`config.mk`:
```
export PLATFORM = sky130hd
export DESIGN_NAME = xbus_seq
export DESIGN_NICKNAME = d
export VERILOG_FILES = /design/src/rtl/xbus_pkg.sv /design/src/rtl/xbus_ctrl.sv /design/src/rtl/xbus_dpath.sv /design/src/rtl/xbus_seq.sv
export SDC_FILE = /design/constraint.sdc
export NUM_CORES = 1
export LEC_CHECK = 0
export ABC_AREA = 1
export BUFFER_PORTS_ARGS = -buffer_cell sky130_fd_sc_hd__buf_2
export CELL_PAD_IN_SITES_DETAIL_PLACEMENT = 1
export CELL_PAD_IN_SITES_GLOBAL_PLACEMENT = 1
export CORE_UTILIZATION = 30
export CTS_CLUSTER_DIAMETER = 100
export DETAILED_ROUTE_END_ITERATION = 6
export HOLD_SLACK_MARGIN = 0.06
export PLACE_DENSITY = 0.83
export SLEW_MARGIN = 25
export SYNTH_ARGS = -nofsm -noshare
export SYNTH_HDL_FRONTEND = slang
export SYNTH_HIERARCHICAL = 1
export SYNTH_SLANG_ARGS = --single-unit
```
`constraint.sdc`:
```
create_clock -name clk -period 2.2 [get_ports clk]
set_input_delay 0.44 -clock clk [delete_from_list [all_inputs] [get_ports clk]]
set_output_delay 0.44 -clock clk [all_outputs]
set_load 0.05 [all_outputs]
```
`src/rtl/xbus_pkg.sv`:
```
package xbus_pkg;

  typedef enum logic [1:0] {
    SRC_PC,
    SRC_DPTR,
    SRC_RI
  } srcT;

  // control-to-datapath strobes
  typedef struct packed {
    logic load;       // latch address and write byte at cycle start
    srcT  src;        // address source for the latch
    logic capture;    // take port 0 input into the read register
    logic driveAddr;  // port 0 carries the low address
    logic driveData;  // port 0 carries the write byte
    logic holdHi;     // port 2 carries the latched high address
  } strobeT;

endpackage

```
`src/rtl/xbus_ctrl.sv`:
```
module xbus_ctrl
  import xbus_pkg::*;
#(
  parameter int FETCH_PH = 3,
  parameter int DATA_PH  = 6
) (
  input  logic   clk,
  input  logic   rstN,
  input  logic   tick,
  input  logic   eaN,
  input  logic   fetchReq,
  input  logic   dataRdReq,
  input  logic   dataWrReq,
  input  logic   useDptr,
  output logic   ale,
  output logic   psenN,
  output logic   rdN,
  output logic   wrN,
  output logic   busy,
  output logic   done,
  output strobeT strb
);
  localparam int PH_W = $clog2(DATA_PH);
  localparam logic [PH_W-1:0] FETCH_LAST = PH_W'(FETCH_PH - 1);
  localparam logic [PH_W-1:0] DATA_LAST  = PH_W'(DATA_PH - 1);
  localparam logic [PH_W-1:0] STRB_FIRST = PH_W'(2);
  localparam logic [PH_W-1:0] STRB_LAST  = PH_W'(DATA_PH - 2);
  localparam logic [PH_W-1:0] ADDR_HOLD  = PH_W'(1);

  typedef enum logic [1:0] {K_IDLE, K_FETCH, K_READ, K_WRITE} kindT;

  kindT            kind;
  logic [PH_W-1:0] phase;
  logic idleTick, dataAny, startWr, startRd, startFetch, intFetch;
  logic lastPh, inStrobe;

  always_comb begin
    idleTick   = tick && (kind == K_IDLE);
    dataAny    = dataRdReq || dataWrReq;
    startWr    = idleTick && dataWrReq;
    startRd    = idleTick && !dataWrReq && dataRdReq;
    startFetch = idleTick && !dataAny && fetchReq && !eaN;
    intFetch   = idleTick && !dataAny && fetchReq && eaN;
    lastPh     = (kind == K_FETCH) ? (phase == FETCH_LAST) : (phase == DATA_LAST);
    inStrobe   = (phase >= STRB_FIRST) && (phase <= STRB_LAST);
  end

  always_ff @(posedge clk or negedge rstN) begin
    if (!rstN) begin
      kind  <= K_IDLE;
      phase <= '0;
      done  <= 1'b0;
    end else begin
      done <= 1'b0;
      if (startWr) begin
        kind  <= K_WRITE;
        phase <= '0;
      end else if (startRd) begin
        kind  <= K_READ;
        phase <= '0;
      end else if (startFetch) begin
        kind  <= K_FETCH;
        phase <= '0;
      end else if (intFetch) begin
        done <= 1'b1;
      end else if (tick && kind != K_IDLE) begin
        if (lastPh) begin
          kind  <= K_IDLE;
          phase <= '0;
          done  <= 1'b1;
        end else begin
          phase <= phase + PH_W'(1);
        end
      end
    end
  end

  always_comb begin
    busy  = (kind != K_IDLE);
    ale   = busy && (phase == '0);
    psenN = !((kind == K_FETCH) && (phase != '0));
    rdN   = !((kind == K_READ) && inStrobe);
    wrN   = !((kind == K_WRITE) && inStrobe);

    strb.load      = startWr || startRd || startFetch;
    strb.src       = startFetch ? SRC_PC : (useDptr ? SRC_DPTR : SRC_RI);
    strb.capture   = tick && (((kind == K_FETCH) && (phase == FETCH_LAST)) ||
                              ((kind == K_READ) && (phase == STRB_LAST)));
    strb.driveAddr = busy && ((phase == '0) || ((kind == K_READ) && (phase == ADDR_HOLD)));
    strb.driveData = (kind == K_WRITE) && (phase != '0);
    strb.holdHi    = busy || !eaN;
  end

  AST_ONE_STROBE: assert property (@(posedge clk) disable iff (!rstN)
    $countones({!psenN, !rdN, !wrN}) <= 1);
  AST_ALE_QUIET: assert property (@(posedge clk) disable iff (!rstN)
    ale |-> (psenN && rdN && wrN));
  AST_INT_FETCH: assert property (@(posedge clk) disable iff (!rstN)
    intFetch |=> (done && !busy && psenN && !ale));
  AST_PHASE_HOLD: assert property (@(posedge clk) disable iff (!rstN)
    (busy && !tick) |=> ($stable(phase) && $stable(kind)));
  AST_DONE_IDLE: assert property (@(posedge clk) disable iff (!rstN)
    done |-> !busy);

endmodule

```
`src/rtl/xbus_dpath.sv`:
```
module xbus_dpath
  import xbus_pkg::*;
#(
  parameter  int DATA_W = 8,
  localparam int ADDR_W = 2 * DATA_W
) (
  input  logic              clk,
  input  logic              rstN,
  input  strobeT            strb,
  input  logic [ADDR_W-1:0] pc,
  input  logic [ADDR_W-1:0] dptr,
  input  logic [DATA_W-1:0] riAddr,
  input  logic [DATA_W-1:0] p2Latch,
  input  logic [DATA_W-1:0] wrData,
  input  logic [DATA_W-1:0] p0In,
  output logic [DATA_W-1:0] rdData,
  output logic [DATA_W-1:0] p0Out,
  output logic              p0Oe,
  output logic [DATA_W-1:0] p2Out
);
  logic [ADDR_W-1:0] addrReg, addrNext;
  logic [DATA_W-1:0] wrReg, rdReg;

  always_comb begin
    unique case (strb.src)
      SRC_PC:   addrNext = pc;
      SRC_DPTR: addrNext = dptr;
      default:  addrNext = {p2Latch, riAddr};
    endcase
  end

  always_ff @(posedge clk or negedge rstN) begin
    if (!rstN) begin
      addrReg <= '0;
      wrReg   <= '0;
      rdReg   <= '0;
    end else begin
      if (strb.load) begin
        addrReg <= addrNext;
        wrReg   <= wrData;
      end
      if (strb.capture) rdReg <= p0In;
    end
  end

  always_comb begin
    rdData = rdReg;
    p0Oe   = strb.driveAddr || strb.driveData;
    p0Out  = strb.driveData ? wrReg :
             (strb.driveAddr ? addrReg[DATA_W-1:0] : '0);
    p2Out  = strb.holdHi ? addrReg[ADDR_W-1:DATA_W] : p2Latch;
  end

  AST_RELEASE_ON_CAPTURE: assert property (@(posedge clk) disable iff (!rstN)
    strb.capture |-> !p0Oe);

endmodule

```
`src/rtl/xbus_seq.sv`:
```
module xbus_seq
  import xbus_pkg::*;
#(
  parameter  int DATA_W   = 8,
  parameter  int FETCH_PH = 3,
  parameter  int DATA_PH  = 6,
  localparam int ADDR_W   = 2 * DATA_W
) (
  input  logic              clk,
  input  logic              rstN,
  input  logic              tick,
  input  logic              eaN,
  input  logic              fetchReq,
  input  logic              dataRdReq,
  input  logic              dataWrReq,
  input  logic              useDptr,
  input  logic [ADDR_W-1:0] pc,
  input  logic [ADDR_W-1:0] dptr,
  input  logic [DATA_W-1:0] riAddr,
  input  logic [DATA_W-1:0] p2Latch,
  input  logic [DATA_W-1:0] wrData,
  input  logic [DATA_W-1:0] p0In,
  output logic              busy,
  output logic              done,
  output logic [DATA_W-1:0] rdData,
  output logic              ale,
  output logic              psenN,
  output logic              rdN,
  output logic              wrN,
  output logic              rdCombN,
  output logic [DATA_W-1:0] p0Out,
  output logic              p0Oe,
  output logic [DATA_W-1:0] p2Out
);
  strobeT strb;

  xbus_ctrl #(.FETCH_PH(FETCH_PH), .DATA_PH(DATA_PH)) i_ctrl (
    .clk(clk), .rstN(rstN), .tick(tick), .eaN(eaN),
    .fetchReq(fetchReq), .dataRdReq(dataRdReq), .dataWrReq(dataWrReq),
    .useDptr(useDptr), .ale(ale), .psenN(psenN), .rdN(rdN), .wrN(wrN),
    .busy(busy), .done(done), .strb(strb)
  );

  xbus_dpath #(.DATA_W(DATA_W)) i_dpath (
    .clk(clk), .rstN(rstN), .strb(strb), .pc(pc), .dptr(dptr),
    .riAddr(riAddr), .p2Latch(p2Latch), .wrData(wrData), .p0In(p0In),
    .rdData(rdData), .p0Out(p0Out), .p0Oe(p0Oe), .p2Out(p2Out)
  );

  // one device for code and data: low when either read strobe is low
  assign rdCombN = psenN & rdN;

  AST_WR_SETUP: assert property (@(posedge clk) disable iff (!rstN)
    $fell(wrN) |-> (p0Oe && $past(p0Oe)));
  AST_WR_HOLD: assert property (@(posedge clk) disable iff (!rstN)
    $rose(wrN) |-> p0Oe);

endmodule

```
==> flow_summary.json, run 1 <==
{
  "place_congestion": 0.8182,
  "timing.hold.ws_ps": 204.4,
  "routed.top_layer": "met4",
  "die_width_um": 92.48,
  "wl_mm": 7.516,
  "dieHeight_um": 92.48,
  "overflow": 0,
  "drv_cap": 0,
  "hpwl_mm": 5.670,
  "setup_viol": 0,
  "ys.flop_type": "dfrtp_1",
  "multi_input_area_mm2": 0.001366,
  "cts_tree": "yes",
  "insertion_delay_ps": 290,
  "status": "completed",
  "r2r_slack_ps": 210,
  "power_mw": 6.016,
  "first_global_vias": 2585,
  "synthSimpleGateAreaFrac_pct": 29.55,
  "fp-row-count": 32,
  "clockRootBuffer": "clkbuf_8",
  "num_io_pins": 104,
  "crit_path_end_kind": "primary output",
  "fillers": 989,
  "vdd_ir_drop_max_mv": 0.7919,
  "viasPerCell": 4.650,
  "synth_top_area_share_pct": 38.72,
  "min_period_ps": 2196,
  "relSlewSlack_pct": 54.96,
  "antenna_found_initial": 0,
  "final_cell_mix": "90 x buf_2, 69 x nand2_1, 49 x inv_1",
  "drive_gt1_share_pct": 48.63,
  "dr_wl_met2_mm": 3.970,
  "wl_met3_um": 369,
  "seqCellArea_um2": 953.4,
  "start_util_pct": 31.46,
  "vias": 2511,
  "fp.dieArea_mm2": 0.008553,
  "max_freq_mhz": 455.3,
  "slew_viol_final": 0,
  "synthMuxAreaShare_pct": 3.668,
  "hold_class": "input pin to async pin",
  "ys_seq_area_share_pct": 38.72,
  "layout_commonest_cell": "buf_2",
  "pwr_density_cell_mw_per_mm2": 1655,
  "grtUsageTotal_pct": 18.08,
  "synthTopCellsByArea": "dfrtp_1 39%, nand2_1 11%, inv_1 7.9%",
  "crit_fanout": 3,
  "n_antenna_cell": 0,
  "synth_fp_nets": 396,
  "grt_first_pass_wirelength_mm": 12.33,
  "ys_types": 34,
  "wl_per_cell_um": 13.92,
  "post-synth-top-area-cell": "dfrtp_1",
  "final_nets": 513,
  "worstSetupPathType": "flip-flop to primary output",
  "avgSynthCellArea_um2": 7.675,
  "drt-pass1-iter-count": 4,
  "synth-edff-count": 0,
  "first_iter_violations": 44,
  "clock_sinks": 38,
  "numCtsBuffers": 5,
  "ys_seq_elements": 38,
  "drc": 0,
  "finalCritPeriodShare_pct": 99.83,
  "antenna_left": 0,
  "tightest_slew_ps": 674.6,
  "postCtsHoldBufs": 0,
  "path_clk_slew_ps": 80,
  "netlist_area_mm2": 0.002456,
  "wl_met1_mm": 3.145,
  "syn_inst": 320,
  "core_mm2": 0.007807,
  "rsz0062_at_grt": "yes",
  "finalHoldViolations": 0,
  "synth-xor-area-share_pct": 0,
  "synth_top_family_by_area": "simple AND/OR/NAND/NOR gates",
  "crit_required_ps": 1760,
  "cp-start-kind": "flip-flop",
  "clock_skew_ps": 3.486,
  "synth_compound_area_share_pct": 12.33,
  "crit_arrival_ps": 1760,
  "synthAdderAreaFrac_pct": 2.038,
  "clk_path_buf_depth": 2,
  "io_buffers": 103,
  "async_flop_share_pct": 100.0,
  "htreeDepth": 2,
  "leakagePower_nw": 1.875,
  "ys_warn_count": 6,
  "grt_max_degree": 39,
  "areaGrowthSynthToFinish_pct": 47.99
}
[cell usage after synthesis, drive strengths merged (2+ instances only)]
cell    instances
nand4           2
nor2           19
dfrtp          38
nand3          38
a21oi          26
nand2          87
mux2            8
ha              4
buf            10
o21ai          10
clkbuf          3
o22ai           8
inv            61
[layout make-up]
| type | instances | share of cell area, % |
|---|---|---|
| Clock buffer | 5 | 1.893 |
| Clock inverter | 3 | 1.893 |
| Inverter | 62 | 6.816 |
| Multi-Input combinational cell | 207 | 37.59 |
| Sequential cell | 38 | 26.23 |
| Tap cell | 102 | 3.511 |
| Timing Repair Buffer | 123 | 22.07 |
[logic make-up (layout without fill, tap and decap cells)]
family	Yosys count	in the layout
buffers and inverters	75	193
flip-flops	38	38
AO/OA/AOI/OAI	46	46
multiplexers	8	8
adder cells (fa/ha/maj)	4	4
AND/OR/NAND/NOR	149	149
[worst max-delay path, stage by stage (launching register included)]
cell	delay (ps)
dfrtp_1	380
inv_2	60
ha_4	160
nand2_4	80
and3_4	200
clkinv_4	70
buf_4	140
o22ai_4	190
buf_8	180
[path summary, 6_finish.rpt]
path / startpoint / to / depth (start not counted)
max: i_ctrl/phase[1] / p0Out[0] / 8
min: rstN / i_dpath/addrReg[10] / 2
max reg2reg: i_ctrl/kind[1] / i_dpath/addrReg[0] / 14
min reg2reg: i_dpath/rdData[6] / i_dpath/rdData[6] / 1
max in group asynchronous: rstN / i_ctrl/phase[2] / 2
min in group clk: wrData[1] / i_dpath/wrReg[1] / 3
[through the flow]
step	instances	TNS (ps)	area [um^2]	util, %	worst slack (ps)
floorplan	320	-2430	2577	-	-186.2
global placement	522	0	3227	41.33	103.7
detailed placement	522	0	3227	41.33	45.32
CTS	534	0	3525	45.14	2.409
global route	540	-438.1	3635	46.55	-60.37
finish	540	0	3635	46.55	3.718
[metal layers]
| metal | track usage (%) | up-vias |
|---|---|---|
| met4 | 3.125 | 0 |
| met5 | 0 | - |
| li1 | - | 1231 |
| met1 | 21.99 | 1205 |
| met3 | 2.874 | 4 |
| met2 | 33.64 | 71 |
[registers in the layout, indices dropped and copies added, names as in the netlist]
name	count
i_dpath/addrReg	16
i_dpath/rdData	8
i_dpath/wrReg	8
i_ctrl/phase	3
i_ctrl/kind	2
i_ctrl/done	1
[power breakdown]
part	leakage [nW]	internal [mW]	total, mW	switching (mW)
logic	1.36	1.41	4.12	2.71
registers	0.444	1.02	1.17	0.142
clock network	0.0683	0.455	0.728	0.273
[timing repair]
| action | in CTS | in global routing |
|---|---|---|
| endpoints found under the setup margin | 11 | 22 |
| pin swaps | 5 | 2 |
| gates resized for setup | 34 | 16 |
| buffers inserted | 4 | 6 |
| gates cloned | 0 | 0 |
No activity file was read; power rests on OpenSTA's default activity.
==> run 2, diff against run 1 <==
- CELL_PAD_IN_SITES_DETAIL_PLACEMENT: 1 -> unset
- CELL_PAD_IN_SITES_GLOBAL_PLACEMENT: 1 -> unset
- PLACE_DENSITY: 0.83 -> 0.64
==> flow_summary.json, run 2 (same netlist as run 1, synthesis figures left out) <==
{
  "htreeDepth": 2,
  "clock_sinks": 38,
  "status": "complete, but fails checks",
  "viasPerCell": 4.514,
  "fp.dieArea_mm2": 0.008553,
  "final_nets": 511,
  "dieHeight_um": 92.48,
  "fillers": 810,
  "finalHoldViolations": 0,
  "cp_num_buf_inv": 4,
  "crit_path_end_kind": "primary output",
  "max_freq_mhz": 454.2,
  "layout_commonest_cell": "buf_2",
  "pre_cts_ws_ps": 76.27,
  "numCtsBuffers": 5,
  "crit_arrival_ps": 1760,
  "min_period_ps": 2201,
  "path_delay_family": "buffers and inverters",
  "clock_skew_ps": 5.396,
  "reg2reg_from": "i_ctrl/kind[0]",
  "first_global_vias": 2321,
  "largest_register_ffs": 16,
  "cpMaxStageDelayCell": "dfrtp_1",
  "cp-start-kind": "flip-flop",
  "r2r_slack_ps": 200,
  "largest_register": "i_dpath/addrReg",
  "vias": 2424,
  "rr_worst_depth": 11,
  "violations": "setup timing",
  "num_io_pins": 104,
  "relSlewSlack_pct": 39.29,
  "drive_gt1_share_pct": 47.13,
  "wl_mm": 6.766,
  "hold_class": "input pin to async pin",
  "slew_viol_final": 0,
  "io_buffers": 103,
  "cts_tree": "yes",
  "setup_viol": 1,
  "grtUsageTotal_pct": 16.06,
  "multi_input_area_mm2": 0.001349,
  "n_antenna_cell": 0,
  "rsz0062_at_grt": "yes",
  "core_mm2": 0.007807,
  "insertion_delay_ps": 280,
  "path_clk_slew_ps": 80,
  "leakagePower_nw": 1.839,
  "finalCritPeriodShare_pct": 100.1,
  "dpl_cell_area_mm2": 0.003234,
  "drc": 0,
  "pwr_density_cell_mw_per_mm2": 1643,
  "crit_start": "i_ctrl/phase[1]",
  "antenna_left": 0,
  "crit_required_ps": 1760,
  "vdd_ir_drop_max_mv": 1.106,
  "worstSetupPathType": "flip-flop to primary output",
  "hpwl_mm": 4.942,
  "crit_fanout": 8,
  "slowest_delay_ps": 370,
  "place_congestion": 0.8433,
  "first_iter_violations": 58,
  "wl_per_cell_um": 12.60,
  "timing.hold.ws_ps": 204.3,
  "fin_area_mm2": 0.003532,
  "postCtsHoldBufs": 0,
  "power_mw": 5.804,
  "antenna_found_initial": 0,
  "final_cell_mix": "90 x buf_2, 69 x nand2_1, 50 x inv_1",
  "drv_cap": 0,
  "clk_path_buf_depth": 2,
  "path_cells": "inv_2 > ha_4 > nand2_4 > and3_4 > clkinv_4 > buf_12 > o22ai_4 > buf_6",
  "die_width_um": 92.48,
  "clockRootBuffer": "clkbuf_8",
  "regToRegEndpoint": "i_dpath/addrReg[2]",
  "grt_max_degree": 39,
  "seqCellArea_um2": 952.2,
  "start_util_pct": 31.46,
  "areaGrowthSynthToFinish_pct": 43.81,
  "overflow": 0,
  "tightest_slew_ps": 909.7,
  "fp-row-count": 32,
  "worst_slack_ps": -1.436,
  "drt-pass1-iter-count": 4,
  "grt_first_pass_wirelength_mm": 10.92
}
==> run 2: worst register-to-register path: stages, from the launching register on <==
cell and delay (ps):
dfrtp_2 430, inv_2 60, nand2_4 90, nor2_4 60
nand2_2 80, nor2_2 40, nor2_2 680, nor2_8 160
nand2_2 100, nand3_1 90, nand2_1 70, inv_1 30
==> run 2: repair_timing <==
| action | CTS | global route |
|---|---|---|
| endpoints found under the setup margin | 9 | 14 |
| pin swaps | 5 | 2 |
| buffers inserted | 4 | 3 |
| gates resized for setup | 33 | 7 |
==> run 2: metrics by stage <==
step | util [%] | setup TNS, ps | instances
floorplan | - | -2430 | 320
global placement | 41.43 | 0 | 523
detailed placement | 41.43 | 0 | 523
CTS | 44.76 | 0 | 534
global route | 45.24 | -446.4 | 537
finish | 45.24 | -1.436 | 537
==> run 2: worst max-delay path by stage <==
stage,endpoint,slack (ps),cells past startpoint
final,p0Out[2],-1,8
after global routing,p0Out[6],-70,8
after CTS,p0Out[3],0.7,8
after detailed placement,i_dpath/addrReg[2],80,11
after global placement,i_dpath/addrReg[2],130,11
after floorplan,p2Out[5],-190,8
==> run 2: final cells by class <==
cell class	count	area share, %
timing repair buffer	121	21.11
sequential	38	26.96
inverter	62	6.943
clock inverter	1	0.8502
multi-input combinational	207	38.19
clock buffer	6	2.338
tap	102	3.613
==> run 2: routing by layer <==
metal	up-vias	GRT usage (%)	wire length (um)
met5	-	0	0
met4	0	4.818	90
met3	10	3.038	385
met2	81	28.09	3360
met1	1103	19.91	2930
li1	1230	-	-
==> run 2: power by group <==
group	total [mW]	internal (mW)	switching (mW)
Combinational	4.05	1.37	2.68
Sequential	1.15	1.02	0.123
Clock	0.609	0.363	0.246
Total	5.80	2.76	3.04
==> run 3, diff against run 2 <==
--- a/config.mk
+++ b/config.mk
@@ -8,9 +8,9 @@
 export ABC_AREA = 1
 export BUFFER_PORTS_ARGS = -buffer_cell sky130_fd_sc_hd__buf_2
-export CORE_UTILIZATION = 30
+export CORE_UTILIZATION = 48
 export CTS_CLUSTER_DIAMETER = 100
 export DETAILED_ROUTE_END_ITERATION = 6
 export HOLD_SLACK_MARGIN = 0.06
-export PLACE_DENSITY = 0.64
+export PLACE_DENSITY = 0.9
 export SLEW_MARGIN = 25
 export SYNTH_ARGS = -nofsm -noshare
==> constraint.sdc (replaced) <==
create_clock -name clk -period 2.2 [get_ports clk]
set_input_delay 0.22 -clock clk [delete_from_list [all_inputs] [get_ports clk]]
set_output_delay 0.22 -clock clk [all_outputs]
set_load 0.05 [all_outputs]
==> flow_summary.json, run 3 (same netlist as run 1, synthesis figures left out) <==
{
  "status": "completed",
  "path_common_cell": "buf_6",
  "slew_viol_final": 0,
  "grt_max_degree": 39,
  "antenna_found_initial": 0,
  "postCtsHoldBufs": 0,
  "clock_sinks": 38,
  "crit_arrival_ps": 1880,
  "drive_gt1_share_pct": 44.24,
  "viasPerCell": 4.957,
  "tightest_slew_ps": 866.5,
  "clk_path_buf_depth": 2,
  "fin_area_mm2": 0.003333,
  "cts_tree": "yes",
  "power.internal_mw": 2.590,
  "crit_fanout": 8,
  "clock_skew_ps": 1.712,
  "insertion_delay_ps": 280,
  "fp-row-count": 25,
  "layout_commonest_cell": "buf_2",
  "worstSetupPathType": "flip-flop to primary output",
  "rsz0062_at_grt": "no",
  "dieHeight_um": 73.53,
  "num_io_pins": 104,
  "hold_class": "input pin to async pin",
  "relSlewSlack_pct": 42.24,
  "vdd_ir_drop_max_mv": 1.447,
  "first_global_vias": 2350,
  "path_clk_slew_ps": 80,
  "power_frac_seq_pct": 20.6,
  "place_congestion": 0.9268,
  "grtUsageTotal_pct": 23.64,
  "p_sw_share_pct": 53.29,
  "grt_first_pass_wirelength_mm": 9.839,
  "drt-pass1-iter-count": 4,
  "largest_register_ffs": 16,
  "final_cell_mix": "95 x buf_2, 69 x nand2_1, 52 x inv_1",
  "cp_num_buf_inv": 4,
  "cpMaxStageDelayCell": "dfrtp_1",
  "finalCritPeriodShare_pct": 95.41,
  "leakagePower_nw": 1.775,
  "setup_viol": 0,
  "die_width_um": 73.53,
  "hpwl_mm": 4.713,
  "start_util_pct": 50.99,
  "final_nets": 500,
  "htreeDepth": 2,
  "drv_cap": 0,
  "path_delay_family": "buffers and inverters",
  "max_freq_mhz": 476.4,
  "wl_per_cell_um": 12.77,
  "crit_required_ps": 1980,
  "setup_tns_ps": 0,
  "overflow": 0,
  "core_mm2": 0.004817,
  "areaGrowthSynthToFinish_pct": 35.71,
  "drc": 0,
  "n_antenna_cell": 0,
  "vias": 2439,
  "switching_power_mw": 2.955,
  "numCtsBuffers": 5,
  "crit_path_end_kind": "primary output",
  "power_frac_comb_pct": 66.4,
  "fp.dieArea_mm2": 0.005407,
  "largest_register": "i_dpath/addrReg",
  "clockPowerShare_pct": 13.0,
  "power_mw": 5.546,
  "slowest_delay_ps": 370,
  "path_cells": "inv_1 > ha_1 > nand2_1 > and3_4 > clkinv_2 > buf_6 > o22ai_4 > buf_6",
  "clockRootBuffer": "clkbuf_8",
  "first_iter_violations": 187,
  "io_buffers": 103,
  "wl_mm": 6.284,
  "antenna_left": 0,
  "finalHoldViolations": 0,
  "cp-start-kind": "flip-flop",
  "min_period_ps": 2099,
  "dpl_cell_area_mm2": 0.003118,
  "pwr_density_cell_mw_per_mm2": 1664
}
## run 3: cell types whose count changed in the layout (fill, tap and decap cells not counted), sizes merged
| cell | delta |
|---|---|
| buf | -8 |
| clkbuf | -4 |
| bufinv | +1 |
| clkinv | +1 |
## run 3: power groups by stage
stage / Combinational (mW) / Clock (mW) / Sequential (mW)
global route: 3.93 / 0.761 / 1.18
global placement: 3.37 / 0 / 1.16
detailed placement: 3.43 / 0 / 1.17
CTS: 3.61 / 0.737 / 1.14
finish: 3.68 / 0.721 / 1.14
floorplan: 2.52 / 0 / 1.40
## run 3: layer usage
layer | part of all wire, % | track usage (%)
met1 | 43 | 29.08
met2 | 51 | 42.41
met3 | 5.8 | 4.938
met4 | 0.45 | 5.128
met5 | 0 | 0
## run 3: layout make-up
type	instances	area [um^2]
multi-input cells	207	1304
well taps	67	83.83
flip-flops and latches	38	950.9
clock inverters	3	68.82
repair buffers	110	618.1
fillers	413	1484
clock buffers	5	68.82
inverters	62	239.0
## run 3: what timing repair did
action,CTS,global route
buffers inserted,2,0
endpoints found under the setup margin,8,16
pin swaps,0,0
resized for setup,12,7
## run 3: through the flow
stage / utilization (%) / std cells / hold slack (ps) / setup slack, ps
2_1_floorplan: - / 320 / -75.59 / 33.79
3_3_place_gp: 64.73 / 482 / 377.2 / 196.7
3_5_place_dp: 64.73 / 482 / 388.2 / 186.2
4_1_cts: 68.62 / 492 / 67.38 / 48.52
5_1_grt: 69.19 / 492 / 111.4 / 15.86
6_report: 69.19 / 492 / 40.95 / 100.9
## run 3: worst paths after layout
kind	cells after the start	slack, ps	end	from
setup / recovery	8	100	p0Out[3]	i_ctrl/phase[0]
hold / removal	1	40	i_ctrl/phase[1]	rstN
setup reg to reg	11	170	i_dpath/addrReg[1]	i_ctrl/kind[1]
hold reg to reg	1	510	i_dpath/rdData[7]	i_dpath/rdData[7]
max in group asynchronous	1	1620	i_dpath/addrReg[0]	rstN
min in group clk	3	130	i_dpath/wrReg[6]	wrData[6]
## run 3: worst reg2reg max path: stages, from the launching register on
cell and delay [ps]:
dfrtp_1 400, inv_2 90, nand2_4 100, nor2_4 60, nand2_2 70, nor2_2 60
nor2_1 580, buf_4 310, nand3_1 110, nand3_1 90, nand2_1 50, inv_1 50
